$ cat src/rtl/synth_ctl_pkg.sv
package synth_ctl_pkg;

    localparam int DIV_W  = 17;
    localparam int BYTE_W = 8;
    localparam logic [4:0] DEV_ID = 5'b11000;

    typedef enum logic [2:0] {
        BS_IDLE,
        BS_RX,
        BS_ACK,
        BS_TX,
        BS_RACK
    } bus_state_e;

    typedef enum logic [1:0] {
        ROLE_LEAD,
        ROLE_LOW,
        ROLE_CTRL
    } byte_role_e;

    typedef struct packed {
        logic       pe;
        logic [3:0] ref_code;
        logic [1:0] cp;
        logic       re;
        logic       rts;
        logic [3:0] port;
        logic [2:0] tst;
    } ctl_regs_t;

    localparam ctl_regs_t CTL_RESET = '{
        pe: 1'b0, ref_code: 4'h0, cp: 2'b00,
        re: 1'b1, rts: 1'b1, port: 4'h0, tst: 3'b000
    };

    function automatic logic [BYTE_W-1:0] status_byte(
        input logic       por,
        input logic       lock,
        input logic [2:0] adc
    );
        return {por, lock, 3'b000, adc};
    endfunction

    function automatic logic is_test(input logic re, input logic rts);
        return !re && rts;
    endfunction

endpackage

$ cat src/rtl/i2c_line_sync.sv
module i2c_line_sync #(
    parameter int STAGES = 2
) (
    input  logic clk,
    input  logic rst,
    input  logic scl_in,
    input  logic sda_in,
    output logic sda_s,
    output logic scl_rise,
    output logic scl_fall,
    output logic start_det,
    output logic stop_det
);
    logic [STAGES-1:0] scl_pipe, sda_pipe;
    logic              scl_q, sda_q, scl_s;

    always_ff @(posedge clk) begin
        if (rst) begin
            scl_pipe <= '1;
            sda_pipe <= '1;
            scl_q    <= 1'b1;
            sda_q    <= 1'b1;
        end else begin
            scl_pipe <= {scl_pipe[STAGES-2:0], scl_in};
            sda_pipe <= {sda_pipe[STAGES-2:0], sda_in};
            scl_q    <= scl_pipe[STAGES-1];
            sda_q    <= sda_pipe[STAGES-1];
        end
    end

    assign scl_s     = scl_pipe[STAGES-1];
    assign sda_s     = sda_pipe[STAGES-1];
    assign scl_rise  = scl_s & ~scl_q;
    assign scl_fall  = ~scl_s & scl_q;
    assign start_det = scl_s & scl_q & sda_q & ~sda_s;
    assign stop_det  = scl_s & scl_q & ~sda_q & sda_s;

endmodule

$ cat src/rtl/i2c_byte_engine.sv
module i2c_byte_engine
    import synth_ctl_pkg::*;
(
    input  logic              clk,
    input  logic              rst,
    input  logic              sda_s,
    input  logic              scl_rise,
    input  logic              scl_fall,
    input  logic              start_det,
    input  logic              stop_det,
    input  logic [1:0]        addr_sel,
    input  logic [BYTE_W-1:0] status,
    output logic              sda_oe,
    output logic              wr_stb,
    output logic [BYTE_W-1:0] wr_byte,
    output logic              frame_start,
    output logic              por_clr
);
    bus_state_e        st;
    logic [3:0]        cnt;
    logic [BYTE_W-1:0] sh;
    logic              is_addr, rd, m_ack, read_seen;

    always_ff @(posedge clk) begin
        wr_stb      <= 1'b0;
        frame_start <= 1'b0;
        por_clr     <= 1'b0;
        if (rst) begin
            st        <= BS_IDLE;
            cnt       <= '0;
            sh        <= '0;
            is_addr   <= 1'b0;
            rd        <= 1'b0;
            m_ack     <= 1'b0;
            read_seen <= 1'b0;
            sda_oe    <= 1'b0;
            wr_byte   <= '0;
        end else if (stop_det) begin
            st        <= BS_IDLE;
            sda_oe    <= 1'b0;
            por_clr   <= read_seen;
            read_seen <= 1'b0;
        end else if (start_det) begin
            st        <= BS_RX;
            cnt       <= '0;
            is_addr   <= 1'b1;
            sda_oe    <= 1'b0;
            read_seen <= 1'b0;
        end else begin
            case (st)
                BS_RX: begin
                    if (scl_rise && cnt != 4'd8) begin
                        sh  <= {sh[BYTE_W-2:0], sda_s};
                        cnt <= cnt + 4'd1;
                    end else if (scl_fall && cnt == 4'd8) begin
                        cnt <= '0;
                        if (is_addr) begin
                            is_addr <= 1'b0;
                            if (sh[7:1] == {DEV_ID, addr_sel}) begin
                                rd          <= sh[0];
                                sda_oe      <= 1'b1;
                                st          <= BS_ACK;
                                frame_start <= ~sh[0];
                            end else begin
                                st <= BS_IDLE;
                            end
                        end else begin
                            wr_stb  <= 1'b1;
                            wr_byte <= sh;
                            sda_oe  <= 1'b1;
                            st      <= BS_ACK;
                        end
                    end
                end
                BS_ACK: begin
                    if (scl_fall) begin
                        if (rd) begin
                            sh        <= status;
                            sda_oe    <= ~status[7];
                            cnt       <= '0;
                            read_seen <= 1'b1;
                            st        <= BS_TX;
                        end else begin
                            sda_oe <= 1'b0;
                            st     <= BS_RX;
                        end
                    end
                end
                BS_TX: begin
                    if (scl_fall) begin
                        if (cnt == 4'd7) begin
                            sda_oe <= 1'b0;
                            st     <= BS_RACK;
                        end else begin
                            sda_oe <= ~sh[6];
                            sh     <= {sh[BYTE_W-2:0], 1'b0};
                            cnt    <= cnt + 4'd1;
                        end
                    end
                end
                BS_RACK: begin
                    if (scl_rise) begin
                        m_ack <= ~sda_s;
                    end else if (scl_fall) begin
                        if (m_ack) begin
                            sh     <= status;
                            sda_oe <= ~status[7];
                            cnt    <= '0;
                            st     <= BS_TX;
                        end else begin
                            st <= BS_IDLE;
                        end
                    end
                end
                default: st <= BS_IDLE;
            endcase
        end
    end

    AST_RELEASE_ON_STOP: assert property (@(posedge clk) disable iff (rst)
        stop_det |=> !sda_oe) else $error("sda held after STOP");

    AST_IDLE_QUIET: assert property (@(posedge clk) disable iff (rst)
        (st == BS_IDLE) |-> !sda_oe) else $error("sda driven while idle");

endmodule

$ cat src/rtl/synth_reg_bank.sv
module synth_reg_bank
    import synth_ctl_pkg::*;
(
    input  logic              clk,
    input  logic              rst,
    input  logic              por_event,
    input  logic              wr_stb,
    input  logic [BYTE_W-1:0] wr_byte,
    input  logic              frame_start,
    input  logic              stop_det,
    input  logic              por_clr,
    output logic [DIV_W-1:0]  active,
    output ctl_regs_t         ctl,
    output logic              hiz,
    output logic              por_flag
);
    byte_role_e       role;
    logic [DIV_W-1:0] staged, nxt_staged;
    logic             got_hi, got_lo, got_aux;
    logic             nxt_hi, nxt_lo, nxt_aux, full_set, commit;

    always_comb begin
        nxt_staged = staged;
        nxt_hi     = got_hi;
        nxt_lo     = got_lo;
        nxt_aux    = got_aux;
        if (wr_stb) begin
            case (role)
                ROLE_LEAD: begin
                    if (wr_byte[7]) begin
                        nxt_staged[16:15] = wr_byte[6:5];
                        nxt_aux           = 1'b1;
                    end else begin
                        nxt_staged[14:8] = wr_byte[6:0];
                        nxt_hi           = 1'b1;
                    end
                end
                ROLE_LOW: begin
                    nxt_staged[7:0] = wr_byte;
                    nxt_lo          = 1'b1;
                end
                default: ;
            endcase
        end
    end

    assign full_set = nxt_hi & nxt_lo & nxt_aux;
    assign commit   = full_set | (stop_det & (got_hi | got_lo | got_aux));

    always_ff @(posedge clk) begin
        if (rst || por_event) begin
            role     <= ROLE_LEAD;
            active   <= '0;
            staged   <= '0;
            got_hi   <= 1'b0;
            got_lo   <= 1'b0;
            got_aux  <= 1'b0;
            ctl      <= CTL_RESET;
            hiz      <= 1'b1;
            por_flag <= 1'b1;
        end else begin
            if (por_clr) por_flag <= 1'b0;
            if (frame_start) role <= ROLE_LEAD;
            staged <= nxt_staged;
            if (commit) begin
                active  <= nxt_staged;
                got_hi  <= 1'b0;
                got_lo  <= 1'b0;
                got_aux <= 1'b0;
            end else begin
                got_hi  <= nxt_hi;
                got_lo  <= nxt_lo;
                got_aux <= nxt_aux;
            end
            if (wr_stb) begin
                case (role)
                    ROLE_LEAD: begin
                        role <= wr_byte[7] ? ROLE_CTRL : ROLE_LOW;
                        if (wr_byte[7]) begin
                            ctl.pe       <= wr_byte[4];
                            ctl.ref_code <= wr_byte[3:0];
                        end
                    end
                    ROLE_LOW: role <= ROLE_LEAD;
                    ROLE_CTRL: begin
                        role    <= ROLE_LEAD;
                        hiz     <= 1'b0;
                        ctl.cp  <= wr_byte[7:6];
                        ctl.re  <= wr_byte[5];
                        ctl.rts <= wr_byte[4];
                        if (is_test(wr_byte[5], wr_byte[4])) begin
                            ctl.tst     <= wr_byte[2:0];
                            ctl.port[3] <= wr_byte[3];
                        end else begin
                            ctl.port <= wr_byte[3:0];
                        end
                    end
                    default: role <= ROLE_LEAD;
                endcase
            end
        end
    end

    AST_DIV_HOLD: assert property (@(posedge clk) disable iff (rst)
        (!wr_stb && !stop_det && !por_event) |=> $stable(active))
        else $error("ratio moved without a byte or STOP");

    AST_TEST_KEEPS_PORTS: assert property (@(posedge clk) disable iff (rst)
        (wr_stb && role == ROLE_CTRL && !wr_byte[5] && wr_byte[4] && !por_event)
        |=> (ctl.port[2:0] == $past(ctl.port[2:0])))
        else $error("test byte altered low ports");

    AST_POR_CLEARS: assert property (@(posedge clk) disable iff (rst)
        por_event |=> (active == '0 && hiz && por_flag))
        else $error("power-on event did not clear state");

endmodule

$ cat src/rtl/synth_ctl_i2c.sv
module synth_ctl_i2c
    import synth_ctl_pkg::*;
#(
    parameter int SYNC_STAGES = 2
) (
    input  logic             clk,
    input  logic             rst,
    input  logic             scl_in,
    input  logic             sda_in,
    output logic             sda_oe,
    input  logic [1:0]       addr_sel,
    input  logic             lock_in,
    input  logic [2:0]       adc_code,
    input  logic             por_event,
    output logic [DIV_W-1:0] div_ratio,
    output logic             presc_en,
    output logic [3:0]       ref_code,
    output logic [1:0]       cp_cur,
    output logic             refout_en,
    output logic             refout_sel,
    output logic [3:0]       port_drv,
    output logic             port_hiz,
    output logic             test_active,
    output logic [2:0]       test_code
);
    logic              sda_s, scl_rise, scl_fall, start_det, stop_det;
    logic              wr_stb, frame_start, por_clr, hiz, por_flag;
    logic [BYTE_W-1:0] wr_byte, status;
    ctl_regs_t         ctl;

    i2c_line_sync #(.STAGES(SYNC_STAGES)) u_sync (
        .clk(clk), .rst(rst), .scl_in(scl_in), .sda_in(sda_in),
        .sda_s(sda_s), .scl_rise(scl_rise), .scl_fall(scl_fall),
        .start_det(start_det), .stop_det(stop_det)
    );

    assign status = status_byte(por_flag, lock_in, adc_code);

    i2c_byte_engine u_eng (
        .clk(clk), .rst(rst), .sda_s(sda_s), .scl_rise(scl_rise),
        .scl_fall(scl_fall), .start_det(start_det), .stop_det(stop_det),
        .addr_sel(addr_sel), .status(status), .sda_oe(sda_oe),
        .wr_stb(wr_stb), .wr_byte(wr_byte), .frame_start(frame_start),
        .por_clr(por_clr)
    );

    synth_reg_bank u_regs (
        .clk(clk), .rst(rst), .por_event(por_event), .wr_stb(wr_stb),
        .wr_byte(wr_byte), .frame_start(frame_start), .stop_det(stop_det),
        .por_clr(por_clr), .active(div_ratio), .ctl(ctl), .hiz(hiz),
        .por_flag(por_flag)
    );

    assign presc_en    = ctl.pe;
    assign ref_code    = ctl.ref_code;
    assign cp_cur      = ctl.cp;
    assign refout_en   = ctl.re;
    assign refout_sel  = ctl.rts;
    assign port_hiz    = hiz;
    assign port_drv    = hiz ? 4'h0 : ctl.port;
    assign test_active = is_test(ctl.re, ctl.rts);
    assign test_code   = test_active ? ctl.tst : 3'b000;

endmodule

$ cat config.mk
export PLATFORM = sky130hd
export DESIGN_NAME = synth_ctl_i2c
export DESIGN_NICKNAME = d
export VERILOG_FILES = /design/src/rtl/synth_ctl_pkg.sv /design/src/rtl/i2c_line_sync.sv /design/src/rtl/i2c_byte_engine.sv /design/src/rtl/synth_reg_bank.sv /design/src/rtl/synth_ctl_i2c.sv
export SDC_FILE = /design/constraint.sdc
export NUM_CORES = 1
export LEC_CHECK = 0
export ABC_CLOCK_PERIOD_IN_PS = 4000
export BUFFER_PORTS_ARGS = -buffer_cell sky130_fd_sc_hd__buf_2
export CAP_MARGIN = 20
export CORE_MARGIN = 8
export CORE_UTILIZATION = 46
export CTS_CLUSTER_DIAMETER = 40
export DETAILED_ROUTE_END_ITERATION = 10
export MAX_ROUTING_LAYER = met4
export PLACE_DENSITY = 0.68
export SLEW_MARGIN = 15
export SYNTH_ARGS = -nofsm -noshare
export SYNTH_HDL_FRONTEND = slang
export SYNTH_SLANG_ARGS = --single-unit
$ cat constraint.sdc
create_clock -name clk -period 4 [get_ports clk]
set_input_delay 0.6 -clock clk [delete_from_list [all_inputs] [get_ports clk]]
set_output_delay 0.6 -clock clk [all_outputs]
set_load 0.05 [all_outputs]
==> impl_metrics.csv, run 1 <==
group,metric,value,unit
worst_setup_path,critPathKind,"reg2reg",
drt,firstDrtPassIters,5,
worst_setup_path,worst-path-max-fanout,12,
clocking,cts_tree,"done",
placement,placed_area,4224,sq um
die,dieArea,11950,sq um
global_routing,grt_pass1_vias,3087,
placement,portBuffers,46,
placement,pre_cts_ws,1.824,ns
synthesis,synthDominantCellAreaShare,0.4700,
timing,fin_hold_ws,0.4160,ns
timing,clock_skew,0.01019,ns
outcome,status,"completed",
clocking,cts_root_buf,"clkbuf_8",
synthesis,async_flop_share,0,
timing,min_period,2.260,ns
worst_setup_path,r2r-end,"u_eng.cnt[0]",
die,io_pins,47,
timing,hold_viol,0,
job,cap_violations,0,
pwr,p_total,2.048,mW
timing,setup_viol,0,
die,coreArea,8593,sq um
layout,antenna_cells,0,
clocking,hold_buffers,0,
drt,detail-route-antenna-nets,0,
worst_setup_path,required,4.30,ns
synthesis,syn_inst,453,
clocking,cts_resized,0,
die,num_rows,34,
clocking,numCtsBuffers,9,
drt,vias_per_cell,5.439,
die,die_y,109.3,microns
layout,area_delta_synth_final,10.16,%
synthesis,synth-main-ff-cell,"dfxtp_1",
timing,relSlewSlack,0.5774,
global_routing,gr-usage-all-layers,0.1655,
timing,fmax,442.4,MHz
drt,wirelength,9.117,mm
worst_setup_path,reg2reg_depth,5,
worst_setup_path,r2r_slack,1.74,ns
layout,final_cell_area,4410,sq um
pwr,peakVddDrop,0.2268,mV
synthesis,synth_nets,466,
timing,final_max_slew_viol_count,0,
global_routing,grt_max_degree,36,
min_path,hp-class,"reg2reg",
drt,drt_iter0_markers,199,
timing,tightest_slew,0.6273,ns
global_routing,grt_overflow,0,
synthesis,ys_seq_area_frac,0.4700,
layout,finalNonFillerCells,595,
drt,route.detailed.drc,0,
global_routing,antenna_found_initial,0,
worst_setup_path,endpoint,"u_eng.cnt[0]",
synthesis,avgSynthCellArea,8.838,sq um
worst_setup_path,crit_start,"u_eng.st[1]",
pwr,p_leak,1.687,nW
worst_setup_path,r2r-start,"u_eng.st[1]",
clocking,cts_sinks,94,
clocking,worstSkewPairLatency,0.35,ns
pwr,power.density,464.4,nW/um^2
drt,vias,3236,
timing,setup-tns-final,0,ns
worst_setup_path,end_kind,"register",
timing,layout_setup_ws,1.740,ns
placement,gp_congestion,0.8735,
layout,nNetsFinal,495,
layout,final_core_util,0.5133,
worst_setup_path,cp-start-kind,"register",
timing,fin_crit_sh,0.5651,
drt,post_drt_wl_per_cell,15.32,microns
clocking,htreeDepth,3,
synthesis,ys_seq_elements,94,
synthesis,ys.warnings.count,0,
global_routing,grt_pass1_wl,15.32,mm
synthesis,synth_area_leader_cell,"dfxtp_1",
layout,drive_above_1_share,0.1704,
placement,post-place-cells,579,
timing,rsz0062_at_grt,"no",
synthesis,synth_area,4004,sq um
synthesis,netlist_top_cells_area,"dfxtp_1 (47%), nand2_1 (7.5%), mux2i_1 (6.8%)",
synthesis,synth_cell_types,67,
placement,dp_hpwl,6.477,mm
worst_setup_path,worst_ep_arrival_time,2.56,ns
clocking,clock_path_buffers,2,
die,die_w,109.3,microns
synthesis,synth-edff-count,0,
die,initial_core_util,0.4659,
clocking,post-cts-setup-buffers,0,
clocking,clkTransAtPathRegs,0.09,ns
## worst min-delay path by stage
stage	startpoint	to	cells after the start
finish	u_sync.sda_pipe[0]	u_sync.sda_pipe[1]	1
global route	sda_in	u_sync.sda_pipe[0]	2
CTS	scl_in	u_sync.scl_pipe[0]	2
detailed placement	u_sync.sda_pipe[0]	u_sync.sda_pipe[1]	1
global placement	u_eng.por_clr	u_regs.por_flag	1
floorplan	u_eng.por_clr	u_regs.por_flag	1
## per-layer routing
| metal | vias to the layer above | share of wire | track usage |
|---|---|---|---|
| met1 | 1535 | 0.46 | 0.2186 |
| met4 | 0 | 0.0089 | 0.05497 |
| met2 | 72 | 0.48 | 0.2509 |
| met3 | 7 | 0.049 | 0.02989 |
| met5 | - | 0 | - |
| li1 | 1622 | - | - |
## placed cells by master (no fill, tap or decap), types with 5 or more instances in the layout
cell	instances
nor2_1	43
nand2_1	80
buf_2	46
mux2i_1	27
o211ai_1	5
nor3b_1	6
inv_1	9
a21oi_1	32
or2_2	6
dfxtp_1	94
o21a_1	5
o21ai_0	24
nor2b_1	9
clkbuf_8	9
and3_1	5
## power by group
| group | total (mW) | switching [mW] | internal (mW) | leakage, nW |
|---|---|---|---|---|
| Sequential | 1.05 | 0.0748 | 0.979 | 0.759 |
| Clock | 0.600 | 0.360 | 0.241 | 0.0980 |
| Combinational | 0.394 | 0.242 | 0.152 | 0.830 |
## synth_stat cells (all sizes together) (6+ instances only)
library cell  number
mux2i             27
nand2             80
buf               17
dfxtp             94
nor2              44
clkbuf            14
a21oi             32
nor3b              6
or2                7
o21ai             26
inv                9
nor2b              9
## registers in the layout, indices dropped and copies added, names as in the netlist, 2 cells and up
signal	cells
u_eng.wr_byte	8
u_eng.cnt	4
u_sync.sda_pipe	2
u_regs.active	17
u_regs.ctl	16
u_eng.st	3
u_regs.staged	17
u_eng.sh	8
u_regs.role	2
u_sync.scl_pipe	2
## cell type report
class	count	area, sq um
clock buffer	9	123.9
inverter	9	33.78
fill	841	4183
sequential	94	1882
timing repair buffer	49	252.7
clock inverter	7	62.56
multi-input combinational	319	1921
tap	108	135.1
## kinds of logic after synthesis
logic type	Yosys count	share of synthesized area
buffers and inverters	40	0.05187
multiplexers	28	0.07031
AO/OA/AOI/OAI	93	0.1434
AND/OR/NAND/NOR	191	0.2472
adder cells (fa/ha/maj)	2	0.006249
flip-flops	94	0.4700
XOR/XNOR	5	0.01094
## worst max-delay path, cell delays in order (launching register included)
cell and delay [ns]:
dfxtp_1 0.59, nor2b_1 0.52, o211ai_1 0.20, o21a_1 0.28
a21boi_0 0.38, mux2_2 0.23
Power figures use the tool's default switching activity.
==> run 2: changes to the inputs <==
Settings changed: ABC_CLOCK_PERIOD_IN_PS 4000 to 1830, PLACE_DENSITY 0.68 to 0.71.
Clock period 4 ns to 1.83 ns, I/O delays scaled along.
==> run 2 against run 1 <==
Setup slack lost 1.7 ns. Sequential share of layout area shrank 3.8 points. Largest cell class unchanged. Final cell count up 6.9%. Final area is 10% higher. Global-route usage rose by 0.19 points. Flip-flop and latch count did not move. Via count increased by 5.6%. Clock-buffer cell count unchanged. Utilization grew 5.4 points. Hold slack lost 0.32 ns. Die area unchanged. Combinational power rose to 3.5 times the previous value.
==> impl_metrics.csv, run 2 (synthesis gave the netlist of run 1 again) <==
group,metric,value,unit
drt,route.detailed.drc,0,
worst_setup_path,end_kind,"register",
worst_setup_path,r2r-end,"u_eng.cnt[3]",
pwr,p_total,4.969,mW
drt,detail-route-antenna-nets,0,
timing,fmax,553.1,MHz
clocking,clock_path_buffers,2,
timing,fin_hold_ws,0.09311,ns
worst_setup_path,r2r-start,"u_eng.cnt[1]",
timing,min_period,1.808,ns
layout,area_delta_synth_final,21.72,%
worst_setup_path,worst-path-max-fanout,4,
layout,fillers,794,
worst_setup_path,required,2.09,ns
pwr,seqPwrFrac,0.456,
clocking,worstSkewPairLatency,0.37,ns
layout,largest_registers,"u_regs.active x17, u_regs.staged x17, u_regs.ctl x16",
layout,regArea,1896,sq um
drt,drt_iter0_markers,220,
global_routing,gr-usage-all-layers,0.1675,
pwr,power_frac_comb,0.275,
drt,post_drt_wl_per_cell,15.48,microns
layout,final_core_util,0.5671,
layout,multi_input_area,2041,sq um
pwr,p_leak,1.931,nW
drt,wirelength,9.844,mm
worst_setup_path,worst_path_max_delay_cell,"dfxtp_4",
layout,nNetsFinal,536,
layout,antenna_cells,0,
die,dieArea,11950,sq um
timing,relSlewSlack,0.6494,
placement,gp_congestion,0.8888,
worst_setup_path,cp-start-kind,"register",
clocking,htreeDepth,3,
drt,vias,3416,
global_routing,grt_pass1_vias,3188,
clocking,cts_tree,"done",
worst_setup_path,worst-path-stages,6,
timing,rsz0062_at_grt,"yes",
worst_setup_path,crit_start,"u_eng.cnt[1]",
global_routing,grt_max_degree,31,
global_routing,grt_overflow,0,
die,coreArea,8593,sq um
worst_setup_path,r2r_slack,0.02,ns
layout,finalNonFillerCells,636,
drt,firstDrtPassIters,5,
timing,final_max_slew_viol_count,0,
pwr,peakVddDrop,0.5685,mV
timing,layout_setup_ws,0.02201,ns
worst_setup_path,cp_cell_sequence,"ha_4 -> and3b_2 -> o211ai_1 -> o21a_1 -> a21boi_2 -> a221o_1",
worst_setup_path,worst_ep_arrival_time,2.07,ns
layout,final_cell_mix,"dfxtp_1 (87), nand2_1 (80), buf_2 (46), nor2_1 (43), buf_4 (42)",
timing,clock_skew,0.01342,ns
layout,final_cell_area,4873,sq um
worst_setup_path,worst-path-buf-inv,0,
clocking,cts_root_buf,"clkbuf_8",
timing,setup_viol,0,
layout,final_common_cell,"dfxtp_1",
outcome,status,"completed",
timing,tightest_slew,0.5224,ns
timing,setup-tns-final,0,ns
drt,vias_per_cell,5.371,
pwr,p_sw_frac,0.3312,
pwr,clkPwrFrac,0.269,
pwr,intPower,3.323,mW
clocking,cts_sinks,94,
job,cap_violations,0,
pwr,power.density,1020,nW/um^2
die,die_y,109.3,microns
worst_setup_path,reg2reg_depth,6,
clocking,numCtsBuffers,9,
die,io_pins,47,
die,initial_core_util,0.4659,
clocking,clkTransAtPathRegs,0.10,ns
worst_setup_path,crit_family,"compound AO/OA/AOI/OAI gates",
pwr,switchingPower,1.646,mW
min_path,min_path_cells,2,
worst_setup_path,slowest_delay,0.38,ns
global_routing,antenna_found_initial,0,
global_routing,grt_pass1_wl,15.42,mm
die,num_rows,34,
placement,dp_hpwl,7.166,mm
worst_setup_path,critPathKind,"reg2reg",
min_path,hp-class,"in2reg",
placement,placed_area,4526,sq um
placement,post-place-cells,616,
die,die_w,109.3,microns
timing,hold_viol,0,
layout,drive_above_1_share,0.2917,
timing,fin_crit_sh,0.9880,
placement,portBuffers,46,
worst_setup_path,endpoint,"u_eng.cnt[3]",
placement,pre_cts_ws,-0.09025,ns
run 2: cell type report:
class / count / share of cell area
clock buffer: 9 / 0.02542
clock inverter: 7 / 0.01386
inverter: 9 / 0.006932
multi-input combinational: 319 / 0.4187
sequential: 94 / 0.3890
tap: 108 / 0.02773
timing repair buffer: 90 / 0.1184
run 2: routing by layer:
metal,track usage,routed length (microns),vias to the layer above
met1,0.2097,4582,1625
met3,0.04045,521,10
met5,-,0,-
met2,0.2639,4661,80
li1,-,-,1701
met4,0.04725,78,0
run 2: power groups by stage:
stage	Clock [mW]	Combinational [mW]	Sequential (mW)
2_1_floorplan	0	0.757	2.29
3_3_place_gp	0	1.18	2.30
3_5_place_dp	0	1.18	2.30
4_1_cts	1.36	1.23	2.25
5_1_grt	1.46	1.47	2.28
6_report	1.34	1.36	2.27
run 2: worst min-delay path by stage:
stage	from	to	slack [ns]
after floorplan	scl_in	u_sync.scl_pipe[0]	0.38
after global placement	u_sync.scl_pipe[0]	u_sync.scl_pipe[1]	0.39
after detailed placement	u_sync.scl_pipe[0]	u_sync.scl_pipe[1]	0.40
after CTS	scl_in	u_sync.scl_pipe[0]	0.08
after global routing	scl_in	u_sync.scl_pipe[0]	0.07
final	scl_in	u_sync.scl_pipe[0]	0.09
run 2: repair_timing:
action	in CTS	in global routing
pin swaps	6	14
buffers inserted	2	2
endpoints found under the setup margin	11	20
hold buffers	0	0
gates resized for setup	10	27
